## src/rtl/brf_pkg.sv

```systemverilog
package brf_pkg;
  localparam int unsigned SR_MD_BIT  = 30;
  localparam int unsigned SR_RB_BIT  = 29;
  localparam int unsigned SR_M_BIT   = 9;
  localparam int unsigned SR_Q_BIT   = 8;
  localparam int unsigned SR_S_BIT   = 1;
  localparam int unsigned SR_T_BIT   = 0;
  localparam int unsigned FP_BANK_BIT = 21;

  localparam logic [31:0] SR_WMASK    = 32'h7000_83F3;
  localparam logic [31:0] SR_FLAGPOS  = 32'h0000_0303;
  localparam logic [31:0] SR_RESET    = 32'h7000_00F0;
  localparam logic [31:0] FPC_WMASK   = 32'h003F_FFFF;
  localparam logic [31:0] FPC_RESET   = 32'h0004_0001;

  typedef struct packed {
    logic m;
    logic q;
    logic s;
    logic t;
  } cflags_t;

  function automatic cflags_t flags_of(input logic [31:0] w);
    cflags_t f;
    f.m = w[SR_M_BIT];
    f.q = w[SR_Q_BIT];
    f.s = w[SR_S_BIT];
    f.t = w[SR_T_BIT];
    return f;
  endfunction

  function automatic logic [31:0] flags_word(input cflags_t f);
    logic [31:0] w;
    w = '0;
    w[SR_M_BIT] = f.m;
    w[SR_Q_BIT] = f.q;
    w[SR_S_BIT] = f.s;
    w[SR_T_BIT] = f.t;
    return w;
  endfunction

  function automatic logic eff_bank(input logic [31:0] w);
    return w[SR_MD_BIT] & w[SR_RB_BIT];
  endfunction
endpackage

```

## src/rtl/brf_ctrl.sv

```systemverilog
module brf_ctrl
  import brf_pkg::*;
(
  input  logic        clk,
  input  logic        rst_n,
  input  logic        sr_we,
  input  logic [31:0] sr_wdata,
  input  logic        flag_we,
  input  logic [3:0]  flag_wdata,
  input  logic        fpscr_we,
  input  logic [31:0] fpscr_wdata,
  output logic [31:0] sr_rdata,
  output logic [31:0] fpscr_rdata,
  output logic        int_bank_q,
  output logic        int_bank_d,
  output logic        fp_bank_q,
  output logic        fp_bank_d
);
  logic [31:0] srw_q, srw_d;
  cflags_t     flg_q, flg_d;
  logic [31:0] fpc_q, fpc_d;

  always_comb begin
    srw_d = srw_q;
    flg_d = flg_q;
    fpc_d = fpc_q;
    if (sr_we) begin
      srw_d = sr_wdata & SR_WMASK & ~SR_FLAGPOS;
      flg_d = flags_of(sr_wdata);
    end else if (flag_we) begin
      flg_d = cflags_t'(flag_wdata);
    end
    if (fpscr_we) begin
      fpc_d = fpscr_wdata & FPC_WMASK;
    end
  end

  always_ff @(posedge clk or negedge rst_n) begin
    if (!rst_n) begin
      srw_q <= SR_RESET & ~SR_FLAGPOS;
      flg_q <= flags_of(SR_RESET);
      fpc_q <= FPC_RESET;
    end else begin
      srw_q <= srw_d;
      flg_q <= flg_d;
      fpc_q <= fpc_d;
    end
  end

  assign sr_rdata    = srw_q | flags_word(flg_q);
  assign fpscr_rdata = fpc_q;
  assign int_bank_q  = eff_bank(srw_q);
  assign int_bank_d  = eff_bank(srw_d);
  assign fp_bank_q   = fpc_q[FP_BANK_BIT];
  assign fp_bank_d   = fpc_d[FP_BANK_BIT];
endmodule

```

## src/rtl/brf_int_bank.sv

```systemverilog
module brf_int_bank #(
  parameter int unsigned XLEN    = 32,
  parameter int unsigned NGPR    = 16,
  parameter int unsigned NBANKED = 8,
  localparam int unsigned IDXW   = $clog2(NGPR),
  localparam int unsigned BIDXW  = $clog2(NBANKED),
  localparam int unsigned NSHARE = NGPR - NBANKED,
  localparam int unsigned SIDXW  = (NSHARE > 1) ? $clog2(NSHARE) : 1,
  localparam int unsigned DIDXW  = BIDXW + 1
) (
  input  logic             clk,
  input  logic             rst_n,
  input  logic             bank_q,
  input  logic             bank_d,
  input  logic [IDXW-1:0]  rd_a_idx,
  output logic [XLEN-1:0]  rd_a_data,
  input  logic [IDXW-1:0]  rd_b_idx,
  output logic [XLEN-1:0]  rd_b_data,
  input  logic             wr_en,
  input  logic [IDXW-1:0]  wr_idx,
  input  logic [XLEN-1:0]  wr_data,
  input  logic [DIDXW-1:0] dbg_idx,
  output logic [XLEN-1:0]  dbg_rdata
);
  logic [XLEN-1:0] lo_q [2][NBANKED];
  logic [XLEN-1:0] lo_d [2][NBANKED];
  logic [XLEN-1:0] sh_q [NSHARE];
  logic [XLEN-1:0] sh_d [NSHARE];

  function automatic logic [SIDXW-1:0] sh_off(input logic [IDXW-1:0] i);
    logic [IDXW-1:0] o;
    o = i - IDXW'(NBANKED);
    return o[SIDXW-1:0];
  endfunction

  function automatic logic [XLEN-1:0] rd_live(input logic [IDXW-1:0] i);
    if (i < IDXW'(NBANKED)) return lo_q[bank_q][i[BIDXW-1:0]];
    else                    return sh_q[sh_off(i)];
  endfunction

  always_comb begin
    lo_d = lo_q;
    sh_d = sh_q;
    if (wr_en) begin
      if (wr_idx < IDXW'(NBANKED)) lo_d[bank_d][wr_idx[BIDXW-1:0]] = wr_data;
      else                         sh_d[sh_off(wr_idx)] = wr_data;
    end
  end

  always_ff @(posedge clk or negedge rst_n) begin
    if (!rst_n) begin
      for (int b = 0; b < 2; b++)
        for (int i = 0; i < NBANKED; i++) lo_q[b][i] <= '0;
      for (int i = 0; i < NSHARE; i++) sh_q[i] <= '0;
    end else if (wr_en) begin
      lo_q <= lo_d;
      sh_q <= sh_d;
    end
  end

  assign rd_a_data = rd_live(rd_a_idx);
  assign rd_b_data = rd_live(rd_b_idx);
  assign dbg_rdata = lo_q[dbg_idx[DIDXW-1]][dbg_idx[BIDXW-1:0]];
endmodule

```

## src/rtl/brf_fp_bank.sv

```systemverilog
module brf_fp_bank #(
  parameter int unsigned XLEN  = 32,
  parameter int unsigned NFPR  = 16,
  localparam int unsigned FIDXW = $clog2(NFPR),
  localparam int unsigned RIDXW = FIDXW + 1
) (
  input  logic             clk,
  input  logic             rst_n,
  input  logic             bank_q,
  input  logic             bank_d,
  input  logic             fp_we,
  input  logic [FIDXW-1:0] fp_wr_idx,
  input  logic [XLEN-1:0]  fp_wdata,
  input  logic [RIDXW-1:0] fp_rd_idx,
  output logic [XLEN-1:0]  fp_rd_data
);
  logic [XLEN-1:0] fr_q [2][NFPR];
  logic [XLEN-1:0] fr_d [2][NFPR];
  logic            rd_phys;

  always_comb begin
    fr_d = fr_q;
    if (fp_we) fr_d[bank_d][fp_wr_idx] = fp_wdata;
  end

  always_ff @(posedge clk or negedge rst_n) begin
    if (!rst_n) begin
      for (int b = 0; b < 2; b++)
        for (int i = 0; i < NFPR; i++) fr_q[b][i] <= '0;
    end else if (fp_we) begin
      fr_q <= fr_d;
    end
  end

  assign rd_phys    = bank_q ^ fp_rd_idx[RIDXW-1];
  assign fp_rd_data = fr_q[rd_phys][fp_rd_idx[FIDXW-1:0]];
endmodule

```

## src/rtl/bank_regfile.sv

```systemverilog
module bank_regfile #(
  parameter int unsigned XLEN    = 32,
  parameter int unsigned NGPR    = 16,
  parameter int unsigned NBANKED = 8,
  parameter int unsigned NFPR    = 16,
  localparam int unsigned IDXW   = $clog2(NGPR),
  localparam int unsigned DIDXW  = $clog2(NBANKED) + 1,
  localparam int unsigned FIDXW  = $clog2(NFPR)
) (
  input  logic             clk,
  input  logic             rst_n,
  input  logic [IDXW-1:0]  rd_a_idx,
  output logic [XLEN-1:0]  rd_a_data,
  input  logic [IDXW-1:0]  rd_b_idx,
  output logic [XLEN-1:0]  rd_b_data,
  input  logic             wr_en,
  input  logic [IDXW-1:0]  wr_idx,
  input  logic [XLEN-1:0]  wr_data,
  input  logic             flag_we,
  input  logic [3:0]       flag_wdata,
  input  logic             sr_we,
  input  logic [31:0]      sr_wdata,
  output logic [31:0]      sr_rdata,
  input  logic             fpscr_we,
  input  logic [31:0]      fpscr_wdata,
  output logic [31:0]      fpscr_rdata,
  input  logic             fp_we,
  input  logic [FIDXW-1:0] fp_wr_idx,
  input  logic [XLEN-1:0]  fp_wdata,
  input  logic [FIDXW:0]   fp_rd_idx,
  output logic [XLEN-1:0]  fp_rd_data,
  input  logic [DIDXW-1:0] dbg_idx,
  output logic [XLEN-1:0]  dbg_rdata
);
  logic int_bank_q, int_bank_d, fp_bank_q, fp_bank_d;

  brf_ctrl u_ctrl (
    .clk(clk), .rst_n(rst_n),
    .sr_we(sr_we), .sr_wdata(sr_wdata),
    .flag_we(flag_we), .flag_wdata(flag_wdata),
    .fpscr_we(fpscr_we), .fpscr_wdata(fpscr_wdata),
    .sr_rdata(sr_rdata), .fpscr_rdata(fpscr_rdata),
    .int_bank_q(int_bank_q), .int_bank_d(int_bank_d),
    .fp_bank_q(fp_bank_q), .fp_bank_d(fp_bank_d)
  );

  brf_int_bank #(.XLEN(XLEN), .NGPR(NGPR), .NBANKED(NBANKED)) u_int (
    .clk(clk), .rst_n(rst_n),
    .bank_q(int_bank_q), .bank_d(int_bank_d),
    .rd_a_idx(rd_a_idx), .rd_a_data(rd_a_data),
    .rd_b_idx(rd_b_idx), .rd_b_data(rd_b_data),
    .wr_en(wr_en), .wr_idx(wr_idx), .wr_data(wr_data),
    .dbg_idx(dbg_idx), .dbg_rdata(dbg_rdata)
  );

  brf_fp_bank #(.XLEN(XLEN), .NFPR(NFPR)) u_fp (
    .clk(clk), .rst_n(rst_n),
    .bank_q(fp_bank_q), .bank_d(fp_bank_d),
    .fp_we(fp_we), .fp_wr_idx(fp_wr_idx), .fp_wdata(fp_wdata),
    .fp_rd_idx(fp_rd_idx), .fp_rd_data(fp_rd_data)
  );
endmodule

```

## config.mk

```make
export PLATFORM = sky130hd
export DESIGN_NAME = bank_regfile
export DESIGN_NICKNAME = d
export VERILOG_FILES = /design/src/rtl/brf_pkg.sv /design/src/rtl/brf_ctrl.sv /design/src/rtl/brf_int_bank.sv /design/src/rtl/brf_fp_bank.sv /design/src/rtl/bank_regfile.sv
export SDC_FILE = /design/constraint.sdc
export NUM_CORES = 2
export LEC_CHECK = 0
export BUFFER_PORTS_ARGS = -buffer_cell sky130_fd_sc_hd__buf_2
export CAP_MARGIN = 25
export CORE_ASPECT_RATIO = 1.5
export CORE_MARGIN = 3
export CORE_UTILIZATION = 28
export CTS_CLUSTER_SIZE = 16
export DETAILED_ROUTE_END_ITERATION = 10
export PLACE_DENSITY = 0.39
export SLEW_MARGIN = 20
export SYNTH_ARGS = -nofsm -noshare
export SYNTH_HDL_FRONTEND = slang
export SYNTH_SLANG_ARGS = --single-unit
```

## constraint.sdc

```tcl
create_clock -name clk -period 3.7 [get_ports clk]
set_input_delay 0.925 -clock clk [delete_from_list [all_inputs] [get_ports clk]]
set_output_delay 0.925 -clock clk [all_outputs]
set_load 0.01 [all_outputs]
```

==> results.toml <==
[route]
number_of_vias_after_detailed_routing = 64500
detailedRoute.firstPassIterationCount = 5
detail_route.vias_per_cell = 5.25
drt_first_iter_violations = 4013
route.final.wire_length_microns = 365000
route.detailed.wl_per_inst_microns = 29.7
drc_errors = 0
postRouteAntennaNets = 0

[final_layout]
post_route_cells_drive_above_1_share_pct = 52.6
finish.net_count = 8022
final_design_area_no_fill_sq_um = 118000
ff_latch_area_sq_um = 45700
fin_cells = 12300
finalCoreUtilization_pct = 36.2
multi_input_area_sq_um = 47000
flow.area_growth_from_synthesis_pct = 28.4
n_fill_cell = 31600

[die]
number_of_placement_rows = 257
die_area_sq_um = 336000
die_y_microns = 709
initial_utilization_pct = 28.2
die_w_microns = 474
top_level_ports = 356
core_sq_um = 327000

[run_status]
status = "complete, but fails checks"
violations_in_the_final_reports = "setup timing"

[setup_path]
crit_required_ns = 2.77
worstSetupEndpointType = "primary output"
critical_path.startpoint_type = "flop"
rrSetupSlack_ns = 0.78
setup.worst_path.class = "flop to primary output"
cp.arrival_ns = 3.25
path_max_fanout = 6

[timing]
setup_violations = 96
maxSlewViolCount = 0
fin_crit_ns = 4.18
worst_pin_slew_ns = 0.796
setup_ws_ns = -0.478
min_period_over_period_pct = 113
maxClockFrequency_mhz = 239
setup_repair_after_global_routing_missed_its_margin = "yes"
max_slew_margin_pct = 47.0
totalNegativeSetupSlack_ns = -34.27
timing.clock.skew_ns = 0.0516
report.final.hold_viol_count = 0

[cts]
clk_pin_slew_ns = 0.06
tritoncts_clock_tree = "yes"
clock_insertion_delay_worst_skew_ns = 0.87
post_cts_hold_buffers = 0
htree_num_levels = 4
cts_inserted_buffers = 211
cts_buffer_depth = 4
clock_root_buffer = "sky130_fd_sc_hd__clkbuf_16"
clock_sinks = 1826

[grt]
via_count_of_the_first_global_routing_pass = 67800
grt_remaining_overflow = 0
antenna_found_initial = 32
grt_start_max_net_pins = 102
wire_length_of_the_first_global_routing_pass_microns = 511000
grt.total_usage_pct = 20.9

[placed_design]
gpl.final_weighted_congestion = 0.786
placedInstanceArea_sq_um = 104000
port_buffers = 295
hpwlAfterDp_microns = 230000
pre_cts_slack_ns = -0.640
place.detailed.instances = 11700

[yosys]
post_synth_num_cell_types = 36
synth_seq_area_share_pct = 49.6
synth_area_sq_um = 92100
cell_type_with_the_highest_aggregate_area_in_the_netlist = "sky130_fd_sc_hd__dfrtp_1"
synth-main-ff-cell = "sky130_fd_sc_hd__dfrtp_1"
yosysWarnings = 0
syn-instance-count = 7214
synth_area_per_cell_sq_um = 12.8
ys_ff_latch = 1826
async_set_or_reset_register_ratio_after_synthesis_pct = 100
edff_count_synth = 0
ys_top_cells_by_area = "sky130_fd_sc_hd__dfrtp_1 (49%), sky130_fd_sc_hd__mux2_2 (22%), sky130_fd_sc_hd__mux4_2 (11%), sky130_fd_sc_hd__nand2_1 (4.5%), sky130_fd_sc_hd__mux2i_1 (2.4%)"
synthDominantCellAreaShare_pct = 49.3

[pwr]
p_leak_uw = 0.0513
ir_worst_vdd_v = 0.000399
p_per_area_nw_per_um2 = 544

[job]
max_cap_violations = 0

[min_path]
worst_hold_path_type = "input port to asynchronous set/reset pin"
-- kinds of logic (layout without fill, tap and decap cells) --
logic type                after synthesis  in the layout  share of synthesized area, %
muxes                                2511           2511                          35.9
DFF                                  1826           1826                          49.6
and+or+nand+nor                      1702           1703                          8.04
buffers and inverters                 748           1511                          3.49
AOI/OAI and AO/OA                     424            424                          2.93
xor gates and xnor gates                2              2                        0.0190
other                                   1             37                       0.00407
-- Yosys cell counts, types with 2 or more instances --
cell / instances
sky130_fd_sc_hd__a211oi_1: 34
sky130_fd_sc_hd__a21oi_1: 21
sky130_fd_sc_hd__a31oi_1: 192
sky130_fd_sc_hd__and3_1: 32
sky130_fd_sc_hd__and4_1: 32
sky130_fd_sc_hd__buf_1: 108
sky130_fd_sc_hd__buf_2: 199
sky130_fd_sc_hd__buf_4: 43
sky130_fd_sc_hd__clkbuf_1: 376
sky130_fd_sc_hd__dfrtp_1: 1817
sky130_fd_sc_hd__dfstp_2: 9
sky130_fd_sc_hd__inv_1: 19
sky130_fd_sc_hd__inv_2: 3
sky130_fd_sc_hd__mux2_1: 69
sky130_fd_sc_hd__mux2_2: 1773
sky130_fd_sc_hd__mux2i_1: 218
sky130_fd_sc_hd__mux4_2: 451
sky130_fd_sc_hd__nand2_1: 1109
sky130_fd_sc_hd__nand2b_1: 14
sky130_fd_sc_hd__nand3_1: 362
sky130_fd_sc_hd__nand3b_1: 2
sky130_fd_sc_hd__nand4_1: 64
sky130_fd_sc_hd__nor2_1: 38
sky130_fd_sc_hd__nor2b_1: 38
sky130_fd_sc_hd__nor3_1: 4
sky130_fd_sc_hd__nor3_2: 2
sky130_fd_sc_hd__o21ai_0: 74
sky130_fd_sc_hd__o221ai_1: 51
sky130_fd_sc_hd__o22ai_1: 51
sky130_fd_sc_hd__or2_2: 3
-- worst paths after layout --
| path | from | end | depth (start not counted) |
|---|---|---|---|
| setup / recovery | u_ctrl.srw_q[30] | rd_a_data[6] | 10 |
| hold / removal | rst_n | u_int.sh_q[253] | 1 |
| setup reg to reg | u_ctrl.srw_q[30] | u_int.lo_q[314] | 9 |
| hold reg to reg | u_fp.fr_q[1019] | u_fp.fr_q[1019] | 1 |
| max in group asynchronous | rst_n | u_fp.fr_q[530] | 3 |
| min in group clk | fpscr_wdata[4] | u_ctrl.fpscr_rdata[4] | 2 |
-- routing by layer --
layer | GRT usage, % | part of all wire, % | routed length, microns | vias to the layer above
li1 | - | - | - | 27600
met1 | 25.2 | 40 | 146000 | 34700
met2 | 38.4 | 53 | 192000 | 1534
met3 | 2.59 | 3.7 | 13400 | 587
met4 | 6.28 | 3.6 | 13200 | 8
met5 | 0 | 0.013 | 46 | -
-- registers in the layout, summed over array words and instances, names as in the netlist --
register,cells
u_fp.fr_q,1024
u_int.lo_q,512
u_int.sh_q,256
u_ctrl.fpscr_rdata,22
u_ctrl.srw_q,8
u_ctrl.flg_q,4
-- cells in the final DEF (no fill, tap or decap), drive strengths merged, types with 2 or more instances in the layout --
cell      synthesis  layout
inv              22      24
nor2b            38      38
diode             0       7
nand2          1109    1110
o22ai            51      51
a211oi           34      34
mux4            451     451
dfrtp          1817    1817
a31oi           192     192
clkinvlp          0       3
bufinv            0      16
o221ai           51      51
buf             350    1085
conb              1      30
mux2           1842    1842
o21ai            75      75
and3             32      32
or2               3       3
clkinv            0      38
mux2i           218     218
nor2             38      38
nand3b            2       2
nor3              6       6
nand3           362     362
dfstp             9       9
a21oi            21      21
and4             32      32
nand2b           14      14
nand4            64      64
clkbuf          376     344
-- what timing repair did --
item	CTS	global route
buffers inserted	39	100
gates cloned	23	44
gates resized for setup	340	620
hold endpoints to repair	0	0
endpoints found under the setup margin	98	101
pin swaps	80	258
-- power by group --
group / switching (uW) / internal (uW)
Clock: 8830 / 12400
Sequential: 2840 / 24300
Combinational: 7140 / 8890
Total: 18800 / 45600
-- worst max-delay path: stages, from the launching register on --
cell and delay, ns:
sky130_fd_sc_hd__dfstp_4 0.66, sky130_fd_sc_hd__buf_12 0.14, sky130_fd_sc_hd__nand2_8 0.10, sky130_fd_sc_hd__buf_16 0.17, sky130_fd_sc_hd__buf_6 0.13, sky130_fd_sc_hd__mux2i_4 0.18, sky130_fd_sc_hd__mux2i_1 0.12, sky130_fd_sc_hd__mux4_2 0.51
sky130_fd_sc_hd__nand2_2 0.10, sky130_fd_sc_hd__o21ai_4 0.10, sky130_fd_sc_hd__buf_6 0.14
-- through the flow --
step                total power [uW]  hold WS (ns)
floorplan                      35600         0.458
global placement               40500         0.467
detailed placement             41000         0.475
CTS                            63700        0.0227
global route                   67600        0.0524
finish                         64400        0.0790
-- final cells by class --
class	instances	share of cell area, %
diodes	7	0.0148
well taps	4273	4.52
inverters	22	0.0730
repair buffers	1127	11.3
flip-flops and latches	1826	38.6
multi-input cells	4670	39.7
clock inverters	59	0.623
clock buffers	303	5.14
(Power assumes the default switching activity.)
